**src/rtl/dacseq_pkg.sv**
```systemverilog
package dacseq_pkg;
  localparam int FRAME_BITS = 32;
  localparam logic [3:0] CMD_REF_SETUP = 4'h8;
  localparam logic [FRAME_BITS-1:0] REF_ON_WORD = {4'h0, CMD_REF_SETUP, 23'd0, 1'b1};

  typedef enum logic [1:0] {
    SRC_HOST = 2'd0,
    SRC_RST  = 2'd1,
    SRC_REF  = 2'd2
  } wordSrc_t;

  typedef struct packed {
    logic     load;
    wordSrc_t src;
  } seqStrobe_t;
endpackage

```
**src/rtl/dacseq_shifter.sv**
```systemverilog
module dacseq_shifter
  import dacseq_pkg::*;
#(
  parameter int HALF_DIV = 2,
  parameter logic [FRAME_BITS-1:0] RST_WORD = 32'h0700_0000
) (
  input  logic                  clk,
  input  logic                  rstN,
  input  seqStrobe_t            strobe,
  input  logic [FRAME_BITS-1:0] hostWord,
  output logic                  busy,
  output logic                  frameDone,
  output logic                  sclk,
  output logic                  din,
  output logic                  syncN
);
  localparam int HALF_STEPS = 2 * FRAME_BITS + 2;
  localparam int LAST_FALL  = 2 * FRAME_BITS - 2;
  localparam int SYNC_REL   = LAST_FALL + 1;
  localparam int HC_W       = $clog2(HALF_STEPS);
  localparam int DIV_W      = (HALF_DIV > 1) ? $clog2(HALF_DIV) : 1;

  logic [FRAME_BITS-1:0] shReg;
  logic [FRAME_BITS-1:0] nextWord;
  logic [HC_W-1:0]       hCnt;
  logic [DIV_W-1:0]      divCnt;
  logic                  active;
  logic                  tick;

  always_comb begin
    case (strobe.src)
      SRC_RST: nextWord = RST_WORD;
      SRC_REF: nextWord = REF_ON_WORD;
      default: nextWord = hostWord;
    endcase
  end

  assign tick = active && (divCnt == DIV_W'(HALF_DIV - 1));

  always_ff @(posedge clk) begin
    if (!rstN) begin
      shReg     <= '0;
      hCnt      <= '0;
      divCnt    <= '0;
      active    <= 1'b0;
      sclk      <= 1'b1;
      syncN     <= 1'b1;
      frameDone <= 1'b0;
    end else begin
      frameDone <= 1'b0;
      if (strobe.load && !active) begin
        shReg  <= nextWord;
        hCnt   <= '0;
        divCnt <= '0;
        active <= 1'b1;
        sclk   <= 1'b1;
        syncN  <= 1'b0;
      end else if (tick) begin
        divCnt <= '0;
        hCnt   <= hCnt + 1'b1;
        if (hCnt == HC_W'(SYNC_REL)) begin
          sclk  <= 1'b1;
          syncN <= 1'b1;
          shReg <= '0;
        end else if (hCnt == HC_W'(HALF_STEPS - 1)) begin
          active    <= 1'b0;
          frameDone <= 1'b1;
        end else if (hCnt < HC_W'(SYNC_REL)) begin
          if (!hCnt[0]) begin
            sclk <= 1'b0;
          end else begin
            sclk  <= 1'b1;
            shReg <= {shReg[FRAME_BITS-2:0], 1'b0};
          end
        end
      end else if (active) begin
        divCnt <= divCnt + 1'b1;
      end
    end
  end

  assign din  = shReg[FRAME_BITS-1];
  assign busy = active;
endmodule

```
**src/rtl/dacseq_ctrl.sv**
```systemverilog
module dacseq_ctrl
  import dacseq_pkg::*;
#(
  parameter int PWR_WAIT = 16,
  parameter bit SEND_RST = 1'b1
) (
  input  logic       clk,
  input  logic       rstN,
  input  logic       busy,
  input  logic       frameDone,
  input  logic       cmdValid,
  output logic       cmdReady,
  output logic       initDone,
  output seqStrobe_t strobe
);
  localparam int WAIT_W = $clog2(PWR_WAIT + 1);

  typedef enum logic [2:0] {
    ST_PWR, ST_RST_GO, ST_RST_WAIT, ST_REF_GO, ST_REF_WAIT, ST_RUN
  } ctrlState_t;

  ctrlState_t      state;
  logic [WAIT_W-1:0] waitCnt;

  always_ff @(posedge clk) begin
    if (!rstN) begin
      state   <= ST_PWR;
      waitCnt <= '0;
    end else begin
      case (state)
        ST_PWR: begin
          if (waitCnt == WAIT_W'(PWR_WAIT - 1)) begin
            state <= SEND_RST ? ST_RST_GO : ST_REF_GO;
          end else begin
            waitCnt <= waitCnt + 1'b1;
          end
        end
        ST_RST_GO:   state <= ST_RST_WAIT;
        ST_RST_WAIT: if (frameDone) state <= ST_REF_GO;
        ST_REF_GO:   state <= ST_REF_WAIT;
        ST_REF_WAIT: if (frameDone) state <= ST_RUN;
        default:     state <= ST_RUN;
      endcase
    end
  end

  always_comb begin
    strobe = '{load: 1'b0, src: SRC_HOST};
    case (state)
      ST_RST_GO: strobe = '{load: 1'b1, src: SRC_RST};
      ST_REF_GO: strobe = '{load: 1'b1, src: SRC_REF};
      ST_RUN:    strobe = '{load: cmdValid && !busy, src: SRC_HOST};
      default:   strobe = '{load: 1'b0, src: SRC_HOST};
    endcase
  end

  assign cmdReady = (state == ST_RUN) && !busy;
  assign initDone = (state == ST_RUN);
endmodule

```
**src/rtl/dac_cmd_serializer.sv**
```systemverilog
module dac_cmd_serializer
  import dacseq_pkg::*;
#(
  parameter int HALF_DIV = 2,
  parameter int PWR_WAIT = 16,
  parameter bit SEND_RST = 1'b1,
  parameter logic [31:0] RST_WORD = 32'h0700_0000
) (
  input  logic        clk,
  input  logic        rstN,
  input  logic [31:0] cmdData,
  input  logic        cmdValid,
  output logic        cmdReady,
  output logic        dacSclk,
  output logic        dacDin,
  output logic        dacSyncN,
  output logic        initDone
);
  seqStrobe_t strobe;
  logic       busy;
  logic       frameDone;

  dacseq_ctrl #(.PWR_WAIT(PWR_WAIT), .SEND_RST(SEND_RST)) u_ctrl (
    .clk(clk), .rstN(rstN), .busy(busy), .frameDone(frameDone),
    .cmdValid(cmdValid), .cmdReady(cmdReady), .initDone(initDone),
    .strobe(strobe)
  );

  dacseq_shifter #(.HALF_DIV(HALF_DIV), .RST_WORD(RST_WORD)) u_shift (
    .clk(clk), .rstN(rstN), .strobe(strobe), .hostWord(cmdData),
    .busy(busy), .frameDone(frameDone), .sclk(dacSclk), .din(dacDin),
    .syncN(dacSyncN)
  );
endmodule

```
**config.mk**
```make
export PLATFORM = sky130hd
export DESIGN_NAME = dac_cmd_serializer
export DESIGN_NICKNAME = d
export VERILOG_FILES = /design/src/rtl/dacseq_pkg.sv /design/src/rtl/dacseq_shifter.sv /design/src/rtl/dacseq_ctrl.sv /design/src/rtl/dac_cmd_serializer.sv
export SDC_FILE = /design/constraint.sdc
export NUM_CORES = 1
export LEC_CHECK = 0
export BUFFER_PORTS_ARGS = -buffer_cell sky130_fd_sc_hd__clkbuf_2
export CORE_MARGIN = 4
export CORE_UTILIZATION = 31
export CTS_BUF_LIST = sky130_fd_sc_hd__clkbuf_4 sky130_fd_sc_hd__clkbuf_8
export CTS_CLUSTER_SIZE = 40
export DETAILED_ROUTE_END_ITERATION = 12
export PLACE_DENSITY = 0.47
export SKIP_LAST_GASP = 1
export SYNTH_ARGS = -nofsm -noshare
export SYNTH_HDL_FRONTEND = slang
export SYNTH_SLANG_ARGS = --single-unit
export TNS_END_PERCENT = 50
```
**constraint.sdc**
```tcl
create_clock -name clk -period 3.9 [get_ports clk]
set_input_delay 0.39 -clock clk [delete_from_list [all_inputs] [get_ports clk]]
set_output_delay 0.39 -clock clk [all_outputs]
set_load 0.05 [all_outputs]
```
Word-level counts from Yosys, hierarchy flattened:

Cells that the tools add are included.

* $add $sub $neg: 3
* order comparisons: 1
* equality and inequality tests: 16
* multiplexer cells: 24
* bitwise logic cells: 3
* reduce and logical (&&, ||, !) cells: 21

Operator list (number)
* $mux W32: 6
* $pmux W32 S2: 1
* $pmux W3 S5: 1
* $mux W1: 12
* $ne A2 B1 Y1 const B: 5
* $mux W3: 3
* $pmux W3 S3: 1
* $reduce_and A3 Y1: 3
* $reduce_bool A2 Y1: 4
* $add A7 B1 Y7 const B: 1
* $eq A7 B6 Y1 const B: 1
* $eq A7 B7 Y1 const B: 1
* $lt A7 B6 Y1 const B: 1
* $eq A3 B2 Y1 const B: 2
* $eq A3 B3 Y1 const B: 2
* $reduce_bool A3 Y1: 2
* $add A5 B1 Y5 const B: 1
* $eq A5 B4 Y1 const B: 1
* $logic_and A1 B1 Y1: 4
* $reduce_and A2 Y1: 2
* $reduce_and A4 Y1: 1
* $reduce_or A4 Y1: 1
* $eq A3 B1 Y1 const B: 1
* $logic_not A3 Y1: 1
* other kinds (8): 10

* bits in registers: 52
* bits of input ports: 35
* output and inout port bits: 5
* logic and storage cells: 77

Depth between registers and ports, before layout:

Gate-level depths: netlist of the first run.

* word-level depth: 6
* depth in mapped cells: 9
* gate-level depth less buffers: 7

Cells and area by module:

From an unflattened synthesis of the first run, not the netlist that was laid out.

* cells, all modules: 278
* area total of the unflattened synthesis: 2566.2 µm²

By module, submodules not included
* dacseq_shifter: times used 1, cells each 230, area an instance 2114.5 µm², seq. area each 880.8 µm²
* dacseq_ctrl: times used 1, cells each 48, area an instance 451.7 µm², seq. area each 160.2 µm²

Least setup slack after synthesis of the first run:

OpenSTA, ideal clock, no wires.

* path type: reg-to-reg
* start: register u_ctrl.waitCnt[0]
* end: register u_ctrl.waitCnt[3]
* library setup time: 0.115 ns
* data arrival time: 1.954 ns
* required time: 3.785 ns
* path slack: 1.831 ns
* cell stages (with the launch flop): 8
* path buffers: 0
* period minus slack after synthesis: 2.069 ns
* cells stage by stage: dfxtp_1 > ha_1 > and3_1 > ha_1 > nor4_1 > nand4_1 > xnor2_1 > and2_1

* longest elaborated chain between the ends: 3
* elaborated cells between the ends (all ways): 4
* classes of those cells: 1 x add/sub; 1 x eq/ne; 1 x bitwise; 1 x reduce/logical

RTL lines
* start: declaration: RTL line dacseq_ctrl.sv:23 `logic [WAIT_W-1:0] waitCnt;`
* start signal: assignment: RTL line dacseq_ctrl.sv:35 `waitCnt <= waitCnt + 1'b1;`
* branches (longest 3 deep; another with $add A5 B1 Y5)

Parallel ways; which one is timed is not known.
A chain may end at the register's enable or synchronous reset.

Final worst setup path of the first run:

Same ends and word-level chain as after synthesis.

==> results of run 1 <==
## state kept, by name (all words and copies together) (netlist names)
signal and count:
u_ctrl.state 3, u_ctrl.waitCnt 5, u_shift.busy 1, u_shift.divCnt 1, u_shift.frameDone 1, u_shift.hCnt 7
u_shift.sclk 1, u_shift.shReg 32, u_shift.syncN 1
## layer usage
layer / up-vias / GRT usage (%) / part of all wire (%)
met5: - / 0 / 0
li1: 1098 / - / -
met4: 0 / 3.37 / 0.81
met2: 39 / 21.8 / 46
met3: 4 / 2.75 / 3.8
met1: 1068 / 18.8 / 50
## critical path, stage by stage (launching register included)
cell and delay, ps:
dfxtp_1 340, ha_1 210, and3_1 180, ha_1 200, nor4_1 800, nand4_1 210, xnor2_1 170, and2_1 150
## worst max-delay path by stage
stage / cells past startpoint / to / start / slack [ps]
after CTS: 7 / u_ctrl.waitCnt[3]$_SDFFE_PN0P_ / u_ctrl.waitCnt[0]$_SDFFE_PN0P_ / 1540
final: 7 / u_ctrl.waitCnt[3]$_SDFFE_PN0P_ / u_ctrl.waitCnt[0]$_SDFFE_PN0P_ / 1540
after floorplan: 7 / u_ctrl.waitCnt[3]$_SDFFE_PN0P_ / u_ctrl.waitCnt[0]$_SDFFE_PN0P_ / 1830
after detailed placement: 7 / u_ctrl.waitCnt[3]$_SDFFE_PN0P_ / u_ctrl.waitCnt[0]$_SDFFE_PN0P_ / 1560
after global placement: 5 / u_shift.shReg[12]$_SDFFE_PN0P_ / u_ctrl.state[1]$_SDFFE_PN0P_ / 1610
after global routing: 5 / u_shift.hCnt[1]$_SDFFE_PP0P_ / u_ctrl.state[1]$_SDFFE_PN0P_ / 1340
## cell usage after synthesis (all sizes together)
master	number	area [um2]
o41ai	31	272
nand4b	1	8.76
nand3b	1	7.51
and2	4	27.5
o221a	1	11.3
nor4b	3	32.5
a2111oi	1	27.5
a32oi	27	236
nor2	11	41.3
inv	6	22.5
xor2	7	61.3
ha	4	50.1
nand3	7	35.0
nand4	3	18.8
nor3	2	10.0
a211oi	1	7.51
dfxtp	52	1040
and4b	1	10.0
clkbuf	24	91.3
nand2b	1	6.26
o21ai	3	15.0
or2	1	6.26
o21a	1	7.51
a21oi	30	267
o211a	1	10.0
nor2b	5	31.3
and4	1	8.76
xnor2	4	35.0
a21o	3	22.5
mux2i	1	10.0
mux2	2	22.5
o31ai	1	7.51
and3	3	18.8
nor4	1	6.26
a31oi	5	76.3
or3	1	6.26
buf	9	86.3
nand2	13	48.8
## stage by stage
step / area, um2 / setup slack [ps] / std cells / hold WS, ps
floorplan: 2700 / 1830 / 273 / 436
global placement: 2930 / 1610 / 392 / 455
detailed placement: 2930 / 1560 / 392 / 464
CTS: 3060 / 1540 / 399 / 358
global route: 3060 / 1340 / 399 / 358
finish: 3060 / 1540 / 399 / 367
## power groups by stage
stage               Sequential (mW)  Combinational (mW)  Clock, mW
detailed placement            0.548              0.0387          0
CTS                           0.536              0.0388      0.452
global placement              0.548              0.0387          0
floorplan                     0.548              0.0166          0
finish                        0.536              0.0380      0.435
global route                  0.537              0.0425      0.470
## kinds of logic after synthesis
family                     count (synthesis)  synth area share (%)
AOI/OAI and AO/OA                        105                  35.5
and+or+nand+nor                           59                  12.0
muxes                                      3                  1.20
DFF                                       52                  38.5
xor gates and xnor gates                  11                  3.56
adders and majority gates                  4                  1.85
buffers and inverters                     39                  7.40
## cell type report
cell class | instances | area share (%)
Multi-Input combinational cell | 182 | 48.3
Sequential cell | 52 | 34.1
Timing Repair Buffer | 47 | 8.35
Tap cell | 105 | 4.30
Clock buffer | 5 | 2.25
Clock inverter | 2 | 1.97
Inverter | 6 | 0.737
==> results.json, run 1 <==
{
  "outcome": "finished, final reports clean",
  "cts_buffer_depth": 2,
  "r2r_start": "u_ctrl.waitCnt[0]$_SDFFE_PN0P_",
  "cts_resized": 0,
  "cts.htree.levels": 2,
  "drv_cap": 0,
  "cts.sinks": 52,
  "power_frac_comb_pct": 3.8,
  "worstMarginPinSlew_ps": 1050,
  "wl_per_cell_um": 17.2,
  "power.internal_uw": 806,
  "area_growth_pct": 13.0,
  "clkTransAtPathRegs_ps": 100,
  "cts_tree": "yes",
  "vdd_drop_max_uv": 160,
  "reg2reg_slack_ps": 1540,
  "period_share_pct": 60.4,
  "cp-end-kind": "flip-flop",
  "layout_commonest_cell": "dfxtp_1",
  "syn_avg_cell_area_um2": 9.90,
  "pwr-share-seq_pct": 53.1,
  "dr.pass1.iters": 4,
  "cts-root-buf": "clkbuf_8",
  "regArea_um2": 1040,
  "maxSlewViolCount": 0,
  "track_usage_pct": 13.6,
  "fp.coreArea_um2": 8340,
  "clk_latency_ps": 300,
  "initial_utilization_pct": 32.4,
  "grt_pass1_wl_um": 11300,
  "p_leak_nw": 1.05,
  "whs_path_depth": 3,
  "fp.dieArea_um2": 10300,
  "fillers": 876,
  "worstPathArrival_ps": 2560,
  "path_max_fanout": 6,
  "path_class": "reg -> reg",
  "final-hold-violation-count": 0,
  "r2r_cells": 7,
  "routed_via_density": 5.54,
  "grt_max_degree": 46,
  "whs_endpoint": "u_shift.shReg[13]$_SDFFE_PN0P_",
  "syn_nets": 312,
  "die_w_um": 101,
  "syn_area_um2": 2700,
  "finalPower_mw": 1.01,
  "cts_hold_buf": 0,
  "pwr-share-clk_pct": 43.1,
  "first_global_vias": 2207,
  "startpoint_type": "flip-flop",
  "row_count": 33,
  "tns_ps": 0,
  "cellPowerDensity_nw_per_um2": 330,
  "drive_above_1_share_pct": 31.6,
  "antennaDiodeCount": 0,
  "multi_input_area_um2": 1480,
  "design.portCount": 40,
  "drt_wl_total_um": 6880,
  "synth_seq_area_share_pct": 38.5,
  "place.gp.congestion": 0.682,
  "setup_viol_count_final": 0,
  "cp.required_ps": 4100,
  "relSlewSlack_pct": 29.5,
  "hold_class": "in -> reg",
  "final_nets": 333,
  "antenna_found_initial": 0,
  "rsz0062_at_grt": "no",
  "final_util_pct": 36.6,
  "ys_seq_elements": 52,
  "p_sw_uw": 203,
  "drcViolationCount": 0,
  "holdCritStartpoint": "cmdData[13]",
  "cts_made_buffers": 5,
  "p_sw_share_pct": 20.1,
  "grt_overflow_total": 0,
  "drt-initial-drc-count": 134,
  "fmax_mhz": 424,
  "synth_cell_types": 47,
  "io_buffers": 39,
  "r2r-end": "u_ctrl.waitCnt[3]$_SDFFE_PN0P_",
  "final_cell_mix": "dfxtp_1 (52), clkbuf_2 (39), o41ai_1 (31)",
  "yosys_warnings": 0,
  "ant_nets": 0,
  "netlist_instances": 273,
  "num_vias": 2209,
  "die_y_um": 101,
  "hpwl_um": 4130,
  "clock_skew_ps": 6.97,
  "finalCriticalPeriod_ps": 2360,
  "postCtsSetupBuffers": 0
}
Power figures use the tool's default switching activity.
==> run 2, diff against run 1 <==
--- a/config.mk
+++ b/config.mk
@@ -11,7 +11,7 @@
 export CTS_BUF_LIST = sky130_fd_sc_hd__clkbuf_4 sky130_fd_sc_hd__clkbuf_8
 export CTS_CLUSTER_SIZE = 40
 export DETAILED_ROUTE_END_ITERATION = 12
-export PLACE_DENSITY = 0.47
+export PLACE_DENSITY = 0.48
 export SKIP_LAST_GASP = 1
 export SYNTH_ARGS = -nofsm -noshare
 export SYNTH_HDL_FRONTEND = slang
==> constraint.sdc (replaced) <==
create_clock -name clk -period 1.95 [get_ports clk]
set_input_delay 0.195 -clock clk [delete_from_list [all_inputs] [get_ports clk]]
set_output_delay 0.195 -clock clk [all_outputs]
set_load 0.05 [all_outputs]
==> run 2 against run 1 <==
Net effect: cell area grew 5.3%; clock skew shrank 2.1 ps; clock-buffer cell count grew 3; power grew 80%; first-iteration DRC count shrank 22%; critical endpoint is now u_shift.shReg[20]$_SDFFE_PN0P_; highest routed layer unchanged.
==> results.json, run 2 (synthesized netlist as in run 1, its figures left out) <==
{
  "cp.required_ps": 2190,
  "cts_made_buffers": 5,
  "dpl_cell_area_um2": 3120,
  "reg_top3": "u_shift.shReg x32, u_shift.hCnt x7, u_ctrl.waitCnt x5",
  "relSlewSlack_pct": 66.0,
  "finalPower_mw": 1.82,
  "cts.sinks": 52,
  "drive_above_1_share_pct": 36.5,
  "critPathBufInv": 2,
  "hold_ws_ps": 165,
  "cts_buffer_depth": 2,
  "dr.pass1.iters": 4,
  "grt_max_degree": 37,
  "outcome": "finished, final reports clean",
  "place.gp.congestion": 0.699,
  "rsz0062_at_grt": "no",
  "dp_slack_ps": 161,
  "cts_hold_buf": 0,
  "area_growth_pct": 19.0,
  "postCtsSetupBuffers": 0,
  "critPathMaxStageDelay_ps": 580,
  "wl_per_cell_um": 16.2,
  "cts_tree": "yes",
  "design_area_um2": 3220,
  "worstPathArrival_ps": 2060,
  "path_class": "reg -> reg",
  "fp.dieArea_um2": 10300,
  "final-hold-violation-count": 0,
  "fmax_mhz": 551,
  "top_register": "u_shift.shReg",
  "final_cell_mix": "dfxtp_1 (52), clkbuf_2 (39), o41ai_1 (31)",
  "cts_resized": 0,
  "place_inst": 412,
  "die_y_um": 101,
  "drv_cap": 0,
  "row_count": 33,
  "cp-startpoint": "u_shift.busy$_SDFFE_PN0P_",
  "hold_class": "in -> reg",
  "cellPowerDensity_nw_per_um2": 565,
  "vdd_drop_max_uv": 259,
  "cp-end-kind": "flip-flop",
  "cts.htree.levels": 2,
  "antennaDiodeCount": 0,
  "setup_ws_ps": 135,
  "cts-root-buf": "clkbuf_8",
  "startpoint_type": "flip-flop",
  "drt-initial-drc-count": 104,
  "cpMaxStageDelayCell": "or3_2",
  "finalCriticalPeriod_ps": 1820,
  "r2r_start": "u_shift.busy$_SDFFE_PN0P_",
  "fp.coreArea_um2": 8340,
  "antenna_found_initial": 0,
  "clk_latency_ps": 310,
  "path_cells": "buf_4 > nor2b_1 > o21a_1 > or3_2 > buf_12 > a21oi_2",
  "drt_wl_total_um": 6820,
  "final_cells": 420,
  "path_max_fanout": 21,
  "first_global_vias": 2343,
  "track_usage_pct": 13.7,
  "holdCritStartpoint": "cmdData[11]",
  "num_vias": 2348,
  "io_buffers": 39,
  "largest_register_ffs": 32,
  "hpwl_um": 4500,
  "final_nets": 353,
  "drcViolationCount": 0,
  "grt_overflow_total": 0,
  "die_w_um": 101,
  "routed_via_density": 5.59,
  "design.portCount": 40,
  "setup_viol_count_final": 0,
  "final_util_pct": 38.6,
  "tns_ps": 0,
  "period_share_pct": 93.1,
  "ant_nets": 0,
  "cpLargestDelayFamily": "simple AND/OR/NAND/NOR gates",
  "clkTransAtPathRegs_ps": 90,
  "initial_utilization_pct": 32.4,
  "clock_skew_ps": 4.83,
  "p_leak_nw": 1.16,
  "grt_pass1_wl_um": 11500,
  "worstMarginPinSlew_ps": 504,
  "maxSlewViolCount": 0,
  "layout_commonest_cell": "dfxtp_1"
}
==> run 2: cell types whose count changed in the layout (fill, tap and decap cells not counted), sizes merged <==
cell    before  now
bufinv       2    0
clkbuf      44   47
buf          8   28
==> run 2: power by group <==
group	switching, mW	total, mW	internal [mW]	leakage [nW]
Clock	0.353	0.671	0.318	0.0523
Combinational	0.0353	0.0760	0.0407	0.686
Sequential	0.00489	1.07	1.07	0.419
Total	0.393	1.82	1.43	1.16
==> run 2: final cells by class <==
cell class,instances,area [um2]
multi-input combinational,182,1480
inverter,6,22.5
clock buffer,8,97.6
timing repair buffer,67,443
fill,871,5120
sequential,52,1040
tap,105,131
==> run 2: final timing paths <==
kind                                                  endpoint  slack, ps  cells past startpoint
worst max-delay path            u_shift.shReg[20]$_SDFFE_PN0P_        130                      6
worst max register to register  u_shift.shReg[20]$_SDFFE_PN0P_        130                      6
worst min-delay path            u_shift.shReg[11]$_SDFFE_PN0P_        170                      3
worst min register to register   u_shift.shReg[0]$_SDFFE_PN0P_        480                      2
==> run 2: tightest hold or removal path: stages <==
cell and delay [ps]:
clkbuf_2 70, a32oi_1 60, a21oi_2 120
==> run 2: metal layers <==
layer	routed length (um)	track usage (%)	vias to the layer above
met1	3300	18.6	1137
met4	65	3.07	0
met3	243	2.82	10
met2	3210	22.5	54
met5	0	0	-
li1	-	-	1147
